--- config.mk ---
export PLATFORM = sky130hd
export DESIGN_NAME = rtc_calendar_core
export DESIGN_NICKNAME = d
export VERILOG_FILES = /design/src/rtl/rtc_pkg.sv /design/src/rtl/rtc_prescaler.sv /design/src/rtl/rtc_advance.sv /design/src/rtl/rtc_alarm_cmp.sv /design/src/rtl/rtc_calendar_core.sv
export SDC_FILE = /design/constraint.sdc
export NUM_CORES = 1
export LEC_CHECK = 0
export ABC_AREA = 1
export BUFFER_PORTS_ARGS = -buffer_cell sky130_fd_sc_hd__buf_4
export CAP_MARGIN = 20
export CELL_PAD_IN_SITES_DETAIL_PLACEMENT = 1
export CELL_PAD_IN_SITES_GLOBAL_PLACEMENT = 2
export CORE_UTILIZATION = 37
export DETAILED_ROUTE_END_ITERATION = 10
export GPL_TIMING_DRIVEN = 0
export PLACE_DENSITY_LB_ADDON = 0.1
export SYNTH_ARGS = -nofsm -noshare
export SYNTH_HDL_FRONTEND = slang
export SYNTH_SLANG_ARGS = --single-unit
export TNS_END_PERCENT = 5
--- constraint.sdc ---
create_clock -name clk -period 6.95 [get_ports clk]
set_input_delay 1.0425 -clock clk [delete_from_list [all_inputs] [get_ports clk]]
set_output_delay 1.0425 -clock clk [all_outputs]
set_load 0.1 [all_outputs]
--- src/rtl/rtc_pkg.sv ---
package rtc_pkg;
  localparam int ADDR_W = 4;
  localparam int BYTE_W = 8;
  localparam int N_ALM  = 3;

  typedef enum logic [ADDR_W-1:0] {
    A_SEC = 4'd0, A_ASEC = 4'd1, A_MIN = 4'd2, A_AMIN = 4'd3,
    A_HOUR = 4'd4, A_AHOUR = 4'd5, A_DOW = 4'd6, A_DATE = 4'd7,
    A_MON = 4'd8, A_YEAR = 4'd9, A_CTRL = 4'd10
  } reg_addr_e;

  typedef struct packed {
    logic [BYTE_W-1:0] year, mon, date, dow, hour, min, sec;
  } cal_t;

  // stored byte -> numeric value
  function automatic logic [6:0] dec_byte(input logic [7:0] b, input logic bin);
    logic [6:0] hi, lo;
    hi = {3'b000, b[7:4]};
    lo = {3'b000, b[3:0]};
    return bin ? b[6:0] : (hi * 7'd10 + lo);
  endfunction

  // numeric value -> stored byte
  function automatic logic [7:0] enc_byte(input logic [6:0] v, input logic bin);
    return bin ? {1'b0, v} : {4'(v / 7'd10), 4'(v % 7'd10)};
  endfunction

  // hours byte -> 0..23
  function automatic logic [4:0] hour_dec(input logic [7:0] b, input logic bin,
                                          input logic h24);
    logic [6:0] h;
    if (h24) return 5'(dec_byte(b, bin));
    h = dec_byte({1'b0, b[6:0]}, bin);
    if (h == 7'd12) h = 7'd0;
    return 5'(h) + (b[7] ? 5'd12 : 5'd0);
  endfunction

  // 0..23 -> hours byte
  function automatic logic [7:0] hour_enc(input logic [4:0] v, input logic bin,
                                          input logic h24);
    logic [6:0] r;
    logic       pm;
    if (h24) return enc_byte({2'b00, v}, bin);
    pm = (v >= 5'd12);
    r  = {2'b00, pm ? v - 5'd12 : v};
    if (r == 7'd0) r = 7'd12;
    return {pm, 7'b0} | enc_byte(r, bin);
  endfunction

  function automatic logic [6:0] days_in(input logic [6:0] mo, input logic [6:0] y);
    case (mo)
      7'd2:                     return (y % 7'd4 == 7'd0) ? 7'd29 : 7'd28;
      7'd4, 7'd6, 7'd9, 7'd11:  return 7'd30;
      default:                  return 7'd31;
    endcase
  endfunction
endpackage

--- src/rtl/rtc_prescaler.sv ---
module rtc_prescaler #(
  parameter int DIV = 32768
) (
  input  logic clk,
  input  logic rst_n,
  input  logic ref_en,
  output logic sec_tick
);
  localparam int CW = (DIV > 2) ? $clog2(DIV) : 1;
  localparam logic [CW-1:0] LAST = CW'(DIV - 1);

  logic [CW-1:0] cnt_q;

  assign sec_tick = ref_en && (cnt_q == LAST);

  always_ff @(posedge clk or negedge rst_n) begin
    if (!rst_n)        cnt_q <= '0;
    else if (sec_tick) cnt_q <= '0;
    else if (ref_en)   cnt_q <= cnt_q + 1'b1;
  end
endmodule

--- src/rtl/rtc_advance.sv ---
module rtc_advance
  import rtc_pkg::*;
(
  input  cal_t cur,
  input  logic bin,
  input  logic h24,
  output cal_t nxt
);
  logic [6:0] s, m, dw, dt, mo, y, dim;
  logic [4:0] h;
  logic       s_wr, m_wr, h_wr, dt_wr, mo_wr;

  always_comb begin
    s   = dec_byte(cur.sec, bin);
    m   = dec_byte(cur.min, bin);
    h   = hour_dec(cur.hour, bin, h24);
    dw  = dec_byte(cur.dow, bin);
    dt  = dec_byte(cur.date, bin);
    mo  = dec_byte(cur.mon, bin);
    y   = dec_byte(cur.year, bin);
    dim = days_in(mo, y);

    s_wr  = (s >= 7'd59);
    m_wr  = s_wr && (m >= 7'd59);
    h_wr  = m_wr && (h >= 5'd23);
    dt_wr = h_wr && (dt >= dim);
    mo_wr = dt_wr && (mo >= 7'd12);

    nxt      = cur;
    nxt.sec  = enc_byte(s_wr ? 7'd0 : s + 7'd1, bin);
    if (s_wr)  nxt.min  = enc_byte((m >= 7'd59) ? 7'd0 : m + 7'd1, bin);
    if (m_wr)  nxt.hour = hour_enc((h >= 5'd23) ? 5'd0 : h + 5'd1, bin, h24);
    if (h_wr) begin
      nxt.date = enc_byte((dt >= dim) ? 7'd1 : dt + 7'd1, bin);
      nxt.dow  = enc_byte((dw >= 7'd7) ? 7'd1 : dw + 7'd1, bin);
    end
    if (dt_wr) nxt.mon  = enc_byte((mo >= 7'd12) ? 7'd1 : mo + 7'd1, bin);
    if (mo_wr) nxt.year = enc_byte((y >= 7'd99) ? 7'd0 : y + 7'd1, bin);
  end
endmodule

--- src/rtl/rtc_alarm_cmp.sv ---
module rtc_alarm_cmp #(
  parameter int N = 3
) (
  input  logic [N-1:0][7:0] now_b,
  input  logic [N-1:0][7:0] alm_b,
  output logic              hit
);
  logic [N-1:0] fld_ok;

  for (genvar i = 0; i < N; i++) begin : g_fld
    assign fld_ok[i] = (alm_b[i][7:6] == 2'b11) || (alm_b[i] == now_b[i]);
  end

  assign hit = &fld_ok;
endmodule

--- src/rtl/rtc_calendar_core.sv ---
module rtc_calendar_core
  import rtc_pkg::*;
#(
  parameter int DIV = 32768
) (
  input  logic              clk,
  input  logic              rst_n,
  input  logic              ref_en,
  input  logic              req_valid,
  output logic              req_ready,
  input  logic              req_write,
  input  logic [ADDR_W-1:0] req_addr,
  input  logic [BYTE_W-1:0] req_wdata,
  output logic              rsp_valid,
  output logic [BYTE_W-1:0] rsp_data,
  output logic              alarm_o
);
  localparam cal_t RST_CAL = '{year: 8'h00, mon: 8'h01, date: 8'h01, dow: 8'h01,
                               hour: 8'h00, min: 8'h00, sec: 8'h00};

  cal_t                          cal_q, cal_nxt;
  logic [N_ALM-1:0][BYTE_W-1:0]  alm_q;
  logic                          set_q, bin_q, h24_q;
  logic                          sec_tick, hit;
  logic                          wr_en, rd_en;
  logic [BYTE_W-1:0]             rd_mux;

  assign req_ready = 1'b1;
  assign wr_en     = req_valid && req_write;
  assign rd_en     = req_valid && !req_write;
  assign alarm_o   = alarm_q;

  logic alarm_q;

  rtc_prescaler #(.DIV(DIV)) u_presc (
    .clk(clk), .rst_n(rst_n), .ref_en(ref_en), .sec_tick(sec_tick)
  );

  rtc_advance u_adv (.cur(cal_q), .bin(bin_q), .h24(h24_q), .nxt(cal_nxt));

  rtc_alarm_cmp #(.N(N_ALM)) u_alm (
    .now_b({cal_nxt.hour, cal_nxt.min, cal_nxt.sec}),
    .alm_b(alm_q),
    .hit(hit)
  );

  always_comb begin
    case (req_addr)
      A_SEC:   rd_mux = cal_q.sec;
      A_ASEC:  rd_mux = alm_q[0];
      A_MIN:   rd_mux = cal_q.min;
      A_AMIN:  rd_mux = alm_q[1];
      A_HOUR:  rd_mux = cal_q.hour;
      A_AHOUR: rd_mux = alm_q[2];
      A_DOW:   rd_mux = cal_q.dow;
      A_DATE:  rd_mux = cal_q.date;
      A_MON:   rd_mux = cal_q.mon;
      A_YEAR:  rd_mux = cal_q.year;
      A_CTRL:  rd_mux = {4'b0, alarm_q, h24_q, bin_q, set_q};
      default: rd_mux = '0;
    endcase
  end

  always_ff @(posedge clk or negedge rst_n) begin
    if (!rst_n) begin
      cal_q     <= RST_CAL;
      alm_q     <= '0;
      set_q     <= 1'b0;
      bin_q     <= 1'b0;
      h24_q     <= 1'b1;
      alarm_q   <= 1'b0;
      rsp_valid <= 1'b0;
      rsp_data  <= '0;
    end else begin
      rsp_valid <= rd_en;
      if (rd_en) rsp_data <= rd_mux;
      if (sec_tick) begin
        if (!set_q) begin
          cal_q   <= cal_nxt;
          alarm_q <= hit;
        end else begin
          alarm_q <= 1'b0;
        end
      end
      // host write lands after the advance: it wins for its own byte
      if (wr_en) begin
        case (req_addr)
          A_SEC:   cal_q.sec  <= req_wdata;
          A_ASEC:  alm_q[0]   <= req_wdata;
          A_MIN:   cal_q.min  <= req_wdata;
          A_AMIN:  alm_q[1]   <= req_wdata;
          A_HOUR:  cal_q.hour <= req_wdata;
          A_AHOUR: alm_q[2]   <= req_wdata;
          A_DOW:   cal_q.dow  <= req_wdata;
          A_DATE:  cal_q.date <= req_wdata;
          A_MON:   cal_q.mon  <= req_wdata;
          A_YEAR:  cal_q.year <= req_wdata;
          A_CTRL: begin
            set_q <= req_wdata[0];
            bin_q <= req_wdata[1];
            h24_q <= req_wdata[2];
          end
          default: ;
        endcase
      end
    end
  end
endmodule

Yosys cells after proc, flatten, opt, wreduce, memory -nomap -nowiden
Cells that the tools add are included.
Widths: inputs -> output; s select.

operators by class
  bitwise logic cells = 1
  shift-type cells = 0
  div/mod/pow operators = 16
  add/sub/neg operators = 18
  equal/unequal tests = 23
  multiplexer cells = 57
  reduce and logical (&&, ||, !) cells = 21
  $lt $le $gt $ge = 8
  $mul = 8

operators with widths
  kind                   count
  $mux 56                3
  $mux 8                 21
  $mux 7                 15
  $pmux 8 s11            1
  $add 7x4->7            7
  $div 7x4->7 const B    7
  $mod 7x4->7 const B    7
  $add 7x1->7 const B    6
  $mux 5                 8
  $mul 4x3->6 const B    6
  $mux 15                2
  $eq 8x8->1             3
  $eq 7x4->1 const B     3
  $eq 4x3->1 const B     4
  $mux 16                1
  $add 15x1->15 const B  1
  $eq 15x15->1 const B   1
  $eq 7x3->1 const B     2
  $ge 7x6->1 const B     2
  $pmux 7 s2             1
  $eq 4x4->1 const B     3
  $eq 4x2->1 const B     2
  $or 8x8->8             1
  $reduce_and 2->1       4
  other kinds (28)       41

storage, ports and cells
  memories = 0
  output and inout bits = 11
  bits in read-only memories = 0
  bits of input ports = 17
  RAM bits = 0
  bits in latches = 0
  word-level logic and storage cells = 169
  register bits = 108

Depth between registers and ports, before layout
Gate-level depths: netlist of run 1.

  depth after elaboration = 25
  depth in mapped cells = 53
  depth with buffers taken out = 52

Hierarchy
Synthesis of run 1 repeated with hierarchy kept, for this count alone.

second synthesis, totals
  cell total of the unflattened synthesis = 1795
  area, all modules = 11783.8 sq um

by module, submodules not included
  module             area each (sq um)  sequential area each (sq um)  instances  cells an instance
  rtc_advance        5550.3             0.0                           1          944
  rtc_calendar_core  4986.0             2332.2                        1          660
  rtc_prescaler      864.6              375.4                         1          113
  rtc_alarm_cmp      382.9              0.0                           1          78

Worst setup path after synthesis of run 1
OpenSTA, ideal clock, no wires.

  path type = reg-to-reg
  start point = register cal_q[20] (netlist name)
  end point = register alarm_q, in the netlist alarm_o
  data required time = 6882 ps
  arrival = 5882 ps
  setup time = 68 ps
  buffers on the path = 0
  cell stages (with the launch flop) = 47
  setup slack = 1001 ps
  period minus slack after synthesis = 5949 ps
  cells stage by stage = dfrtp_1 ha_1 ha_1 xnor2_1 nand2_1 o21ai_2 or4_1 nor3_1 nor2_1 ha_1 fa_1 o21ai_2 nand2_2 nand2_4 nand2_1 inv_1 ha_1 nand3_1 [... 11 more ...] nand2_1 and2_1 ha_1 inv_1 nand3_1 nand2_1 nand3_1 nand2_1 nand2_1 nand2_1 nor2_1 nor2_1 nand3_1 nor2_1 nand2_1 nand2_1 nand2_1 nand2_1

between the ends
  word-level cells in the longest chain between the ends = 25
  elaborated cells on any way between the ends = 36
  classes of those cells = 5 x add/sub; 2 x mul; 4 x div; 2 x order compare; 2 x eq/ne; 17 x mux; 1 x bitwise; 3 x reduce/logical

RTL lines
  item                      RTL line                 source
  start: declaration        rtc_calendar_core.sv:21  cal_t cal_q, cal_nxt;
  start signal: assignment  rtc_calendar_core.sv:79  cal_q <= cal_nxt;
  $mul 3x3->6               rtc_pkg.sv:21            return bin ? b[6:0] : (hi * 7'd10 + lo);
  $add 7x4->7               rtc_pkg.sv:21
  $mux 7                    rtc_pkg.sv:21
  $eq 7x4->1                rtc_pkg.sv:35            if (h == 7'd12) h = 7'd0;
  $mux 5                    rtc_pkg.sv:35
  $mux 5                    rtc_pkg.sv:34            h = dec_byte({1'b0, b[6:0]}, bin);
  $add 5x5->5               rtc_pkg.sv:36            return 5'(h) + (b[7] ? 5'd12 : 5'd0);
  $mux 5                    rtc_pkg.sv:34
  [... 9 more ...]          n/a
  $mux 8                    rtc_pkg.sv:26            return bin ? {1'b0, v} : {4'(v / 7'd10), 4'(v % 7'd10)};
  $or 8x8->8                rtc_pkg.sv:48            return {pm, 7'b0} | enc_byte(r, bin);
  $mux 8                    rtc_pkg.sv:45            pm = (v >= 5'd12);
  $mux 8 (*)                rtc_advance.sv:32        if (m_wr) nxt.hour = hour_enc((h >= 5'd23) ? 5'd0 : h + 5'd1, bin, h24);
  $eq 8x8->1 (*)            rtc_alarm_cmp.sv:11      assign fld_ok[i] = (alm_b[i][7:6] == 2'b11) || (alm_b[i] == now_b[i]);
  $logic_or 1x1->1 (*)      rtc_alarm_cmp.sv:11
  $reduce_and 3->1 (*)      rtc_alarm_cmp.sv:14      assign hit = &fld_ok;
  $mux 1 (*)                rtc_calendar_core.sv:78  if (!set_q) begin
  end signal: assignment    rtc_calendar_core.sv:80  alarm_q <= hit;
  end: declaration          rtc_calendar_core.sv:33  logic alarm_q;

Mark *: on every way between the ends. The rest lies on a longest branch, timed or not. The select of a mux whose other input is x is not followed.
A chain may end at the register's enable or synchronous reset.

Worst setup path in the final report of run 1
  start point = register cal_q[17] (netlist name)
  end point = register alarm_q, in the netlist alarm_o

between the ends
  word-level cells in the longest chain between the ends = 24
  elaborated cells on any way between the ends = 34
  classes of those cells = 5 x add/sub; 4 x div; 2 x order compare; 2 x eq/ne; 17 x mux; 1 x bitwise; 3 x reduce/logical

RTL lines
  item                                       RTL line
  $add 7x4->7                                rtc_pkg.sv:21
  $mux 7                                     rtc_pkg.sv:21
  $eq 7x4->1                                 rtc_pkg.sv:35
  $mux 5                                     rtc_pkg.sv:35
  $mux 5                                     rtc_pkg.sv:34
  $add 5x5->5                                rtc_pkg.sv:36
  $mux 5                                     rtc_pkg.sv:34
  $add 5x1->5 or $ge 5x5->1 (tied branches)  rtc_advance.sv:32
  [... 8 more ...]                           n/a
  $mux 8                                     rtc_pkg.sv:26
  $or 8x8->8                                 rtc_pkg.sv:48
  $mux 8                                     rtc_pkg.sv:45
  $mux 8 (*)                                 rtc_advance.sv:32
  $eq 8x8->1 (*)                             rtc_alarm_cmp.sv:11
  $logic_or 1x1->1 (*)                       rtc_alarm_cmp.sv:11
  $reduce_and 3->1 (*)                       rtc_alarm_cmp.sv:14
  $mux 1 (*)                                 rtc_calendar_core.sv:78

Marked as above.

==> metrics.txt, run 1 <==
most frequent cells in the layout nand2_1 (416), inv_1 (210), nor2_1 (126); most frequent CP cell nand2_1; final setup fails 0; Max Cap Viol 0; GP Congestion 0.904; Port Buffers 25; setup TNS 0 ps; I/O pin cnt 28; first-pass GRT wire length 63300 µm; reg-to-reg slack, setup 420 ps; Final ANT Viol Nets 0; CTS Buf Count 9; H-tree levels 3; Post-Syn Instances 1633; Vias/cell 5.37; largest family of logic cells by synthesized area simple AND/OR/NAND/NOR gates; core area 29600 µm²; reg2reg end alarm_o; Crit. End Element flop; nature of the critical path startpoint flop; FP Rows 63; HP Class flop to flop; crit path kind flop to flop; ANT cells 0; Design Area, Final 12300 µm²; CTS root buffer clkbuf_16; die area 30700 µm²; CP Launch Point cal_q[17]; remaining global-route overflow 0; Tmin final 6530 ps; dominant synthesized flop cell dfrtp_1; arrival time at the worst endpoint 6840 ps; Reg2Reg Depth 44; syn avg cell area 6.80 µm²; WL final 40100 µm; post-route clock period utilization 94.0%; DRC Markers 0; slowest CP cell fa_2; commonest non-fill, non-tap cell in the layout nand2_1; worst rel slew slack 26.3%; hold violation count in the final report 0; Post-Syn Nets 1739; slowest stage delay, CP 530 ps; clk_skew 10.5 ps; mapped cell area 11100 µm²; Critical Path End alarm_o; worst skew pair latency 370 ps; Simple-Gate Fraction of Synth Area 33.0%; fraction of registers with async set/reset 100%; DR WL/cell 19.4 µm; Total Routing Usage GR 26.6%; detailed placement HPWL 31900 µm; Final nets 1781; CTS sink count 108; Layout Cells excl Fill 2070; Final Util 41.6%; Slew Viols, Final 0; Critical R2R Launch cal_q[17]; ratio of cells with drive above 1 in the final layout 13.9%; die height 175 µm; vias in the first global route 11200; Die X-Extent 175 µm; Post-Place Cell Area 11800 µm²; FF+latch count, synth 108; Placed Cells 2049; via count 11100; Synth cell types 65; Initial Utilization 37.6%; multiplexer area fraction after synthesis 0.709%; fmax 0.153 GHz; starting DRC count in detailed routing 708; CTS clock-pin slew for the worst setup and hold paths 80 ps; CTS tree yes; xor/xnor cell area share of the yosys netlist 3.38%; CP max FO 7; maximum clock path buffer count 2; Compound-Gate Fraction of Synth Area 17.3%; first drt pass iteration count 6; antenna violations before repair 0; Critical Path RT 7250 ps; Synth Area in Adders 11.0%; Syn. warnings 0; number of synthesized flops with an enable pin 0; largest net degree at the start of global routing 72; Area growth, synth to finish 10.7%; status finished clean; sequential share of the synthesized area 24.4%; CTS Hold Buffers Added 0; Slew @ Worst Pin 1100 ps
[stage by stage]
| step | worst slack [ps] | hold slack, ps |
|---|---|---|
| after floorplan | 1000 | 453 |
| after global placement | -556 | 469 |
| after detailed placement | -666 | 478 |
| after CTS | 23.5 | 498 |
| after global routing | -50.2 | 522 |
| final | 418 | 501 |
[worst min-delay path by stage]
stage | from | to | slack, ps | cells after the start
6_report | alm_q[19] | alm_q[19] | 500 | 2
5_1_grt | alm_q[19] | alm_q[19] | 520 | 2
4_1_cts | alm_q[19] | alm_q[19] | 500 | 2
3_5_place_dp | alm_q[19] | alm_q[19] | 480 | 2
3_3_place_gp | alm_q[9] | alm_q[9] | 470 | 2
2_1_floorplan | alm_q[19] | alm_q[19] | 450 | 2
[registers in the layout (all words and copies together), names as in the netlist]
| register | count |
|---|---|
| set_q | 1 |
| cal_q | 56 |
| h24_q | 1 |
| bin_q | 1 |
| rsp_valid | 1 |
| u_presc.cnt_q | 15 |
| rsp_data | 8 |
| alm_q | 24 |
| alarm_o | 1 |
[per-layer routing]
layer | GRT usage, % | vias to the layer above | part of all wire (%)
li1 | - | 5468 | -
met4 | 9.35 | 0 | 3.2
met1 | 36.1 | 5422 | 47
met2 | 44.7 | 172 | 47
met5 | 0 | - | 0
met3 | 1.88 | 54 | 2.7
[synth_stat cells (all sizes together), types with 4 or more instances]
cell / number / area (µm²)
o211ai: 13 / 103
ha: 75 / 938
o21ai: 133 / 752
mux2: 7 / 78.8
nor3: 8 / 40.0
a22oi: 8 / 65.1
nand4: 18 / 125
xnor2: 13 / 114
clkbuf: 17 / 63.8
xor2: 29 / 262
o22ai: 18 / 113
dfrtp: 104 / 2600
a221oi: 16 / 140
or2: 8 / 50.1
dfstp: 4 / 105
buf: 16 / 156
nand3: 131 / 738
nand2: 461 / 1910
nor4: 5 / 31.3
fa: 14 / 280
inv: 242 / 913
a21oi: 87 / 462
nand3b: 9 / 80.1
nor2: 148 / 651
a31oi: 25 / 156
[layout make-up]
cell class / count / area [µm²]
fillers: 3859 / 17300
multi-input cells: 1249 / 7360
flip-flops and latches: 108 / 2710
inverters: 243 / 922
well taps: 390 / 488
repair buffers: 33 / 272
clock buffers: 9 / 225
plain buffers: 31 / 220
clock inverters: 7 / 98.8
[logic make-up (layout without fill, tap and decap cells)]
group / Yosys count / count (layout)
AO/OA/AOI/OAI: 316 / 316
multiplexers: 7 / 7
buffers and inverters: 276 / 323
AND/OR/NAND/NOR: 794 / 794
XOR/XNOR: 42 / 42
adder cells (fa/ha/maj): 89 / 89
flip-flops: 108 / 108
other: 1 / 1
[timing repair]
item | 4_1_cts | 5_1_grt
endpoints found under the hold margin | 0 | 0
pin swaps | 0 | 7
gates resized for setup | 10 | 20
buffers inserted | 0 | 7
setup endpoints to repair | 5 | 3
[critical path, delay by kind of cell, from the launching register on]
family | cells | cell delay [ps]
and+or+nand+nor | 26 | 2810
adders and majority gates | 8 | 2160
AOI/OAI and AO/OA | 4 | 550
buffers and inverters | 6 | 470
DFF | 1 | 460
Power of run 1 is not shown: default switching activity piles up to over one toggle a cycle in this logic, so the estimate is an artifact.
==> run 2, diff against run 1 <==
Settings changed: CTS_BUF_LIST from default to sky130_fd_sc_hd__clkbuf_4 sky130_fd_sc_hd__clkbuf_8, SYNTH_HIERARCHICAL from default to 1.
==> run 2 against run 1 <==
Net effect:
- die area grew 6.0%
- flip-flop and latch count is the same
- register-to-register slack lost 30 ps
- synthesized cell count grew 9.9%
- worst hold slack lost 25 ps
- worst setup slack lost 27 ps
- routed wire length grew 11%
- fmax shrank 0.42%
- critical endpoint unchanged
- largest cell class unchanged
==> metrics.txt, run 2 <==
number of flip-flops in the largest register 56; commonest non-fill, non-tap cell in the layout nand2_1; arrival time at the worst endpoint 6890 ps; Post-Syn Nets 1898; synth top area cells dfrtp_1 (22%), nand2_1 (16%), nand3_1 (8.5%); worst hold start u_presc/cnt_q[3]; die area 32600 µm²; fmax 0.152 GHz; die height 180 µm; status finished clean; xor/xnor cell area share of the yosys netlist 3.63%; Hold Path Sink u_presc/cnt_q[3]; hold_ws 476 ps; WL met1 21300 µm; wire length on met3 1510 µm; first-pass GRT wire length 70800 µm; vias in the first global route 12400; setup TNS 0 ps; remaining global-route overflow 0; Design Area, Final 13100 µm²; CP max FO 4; Fillers 4051; antenna violations before repair 0; syn avg cell area 6.56 µm²; H-tree levels 3; CTS root buffer clkbuf_8; reg-to-reg slack, setup 390 ps; dominant synthesized flop cell dfrtp_1; Synth top cells by count nand2_1 (496), nand3_1 (200), nor2_1 (193); largest family of logic cells by synthesized area simple AND/OR/NAND/NOR gates; slowest stage delay, CP 550 ps; Post-Place Cell Area 12400 µm²; nature of the critical path startpoint flop; fraction of registers with async set/reset 100%; Die X-Extent 180 µm; area leader, netlist dfrtp_1; area share of the leading cell type in the synthesized netlist 22.1%; Syn. warnings 6; post-route clock period utilization 94.4%; Critical R2R Launch cal_q[20]; Crit. End Element flop; maximum clock path buffer count 2; CTS tree yes; via count 12000; Slew Viols, Final 0; FF+latch count, synth 108; DR WL/cell 19.7 µm; GP Congestion 0.911; Final ANT Viol Nets 0; Max Cap Viol 0; HP Class flop to flop; top-count cell post-synth nand2_1; Port Buffers 18; clk_skew 17.0 ps; largest net degree at the start of global routing 71; CTS Buf Count 9; wire length on met2 20500 µm; WL final 44300 µm; most frequent CP cell nand2_1; detailed placement HPWL 34400 µm; most frequent cells in the layout nand2_1 (487), nand3_1 (197), nor2_1 (191); hold violation count in the final report 0; Simple-Gate Fraction of Synth Area 40.6%; Synth cell types 67; reg2reg end alarm_o; Area growth, synth to finish 10.8%; DRC Markers 0; multiplexer area fraction after synthesis 0%; mapped cell area 11800 µm²; CTS clock-pin slew for the worst setup and hold paths 110 ps; core area 31000 µm²; sequential share of the synthesized area 23.0%; slowest CP cell fa_2; Largest Register cal_q; Reg2Reg Depth 48; Post-Syn Instances 1795; CTS Hold Buffers Added 0; Tmin final 6560 ps; CTS sink count 108; FP Rows 64; crit path kind flop to flop; Critical Path RT 7280 ps; Highest Signal Layer met4; number of synthesized flops with an enable pin 0; Final nets 1950; Vias/cell 5.36; first drt pass iteration count 5; final setup fails 0; Largest regs cal_q: 56 flops, alm_q: 24 flops, u_presc/cnt_q: 15 flops; ratio of cells with drive above 1 in the final layout 16.7%; Slew @ Worst Pin 1120 ps; hold depth 1; Total Routing Usage GR 28.0%; I/O pin cnt 28; worst rel slew slack 25.5%; Initial Utilization 38.0%; Compound-Gate Fraction of Synth Area 12.5%; starting DRC count in detailed routing 622; worst skew pair latency 410 ps; Synth Area in Adders 10.0%; ANT cells 0
## run 2: cell families after synthesis
family,Yosys count
buf+inv,281
compound gates,239
other cells,2
fa+ha+maj,86
xor+xnor,48
simple gates,1031
flops,108
## run 2: layout make-up
cell class                      count  area [µm²]  area share [%]
Buffer                             75         427            3.27
Sequential cell                   108        2710            20.8
Clock buffer                       11         145            1.11
Clock inverter                      4        73.8           0.565
Multi-Input combinational cell   1406        8090            61.9
Timing Repair Buffer               42         343            2.62
Inverter                          205         774            5.93
Tap cell                          396         495            3.79
## run 2: worst max path at each step
stage	cells after the start	startpoint	to	slack (ps)
after floorplan	48	cal_q[17]	alarm_o	660
after global placement	45	bin_q	alarm_o	-890
after detailed placement	47	bin_q	alarm_o	-1040
after CTS	48	cal_q[20]	alarm_o	10
after global routing	50	cal_q[20]	alarm_o	-20
final	48	cal_q[20]	alarm_o	390
## run 2: critical path, delay by kind of cell (launching register included)
kind	cells	cell delay [ps]
fa+ha+maj	8	2030
flops	1	460
buf+inv	9	570
simple gates	25	2690
xor+xnor	1	120
compound gates	5	590
## run 2: stage by stage
step | cells | util, % | setup WS, ps
2_1_floorplan | 1795 | - | 655
3_3_place_gp | 2209 | 40.1 | -893
3_5_place_dp | 2210 | 40.2 | -1040
4_1_cts | 2231 | 41.2 | 11.0
5_1_grt | 2247 | 42.1 | -21.3
6_report | 2247 | 42.1 | 390
## run 2: what timing repair did
item | in CTS | in global routing
pin swaps | 3 | 17
gates resized for setup | 16 | 40
gates cloned | 0 | 0
setup buffers | 7 | 16
setup endpoints to repair | 6 | 4
## run 2: layer usage
metal | vias to the layer above | global-route usage, %
li1 | 5936 | -
met1 | 5866 | 38.8
met2 | 188 | 45.9
met3 | 49 | 2.97
met4 | 0 | 7.83
met5 | - | 0
Power of run 2 is left out for the same reason.
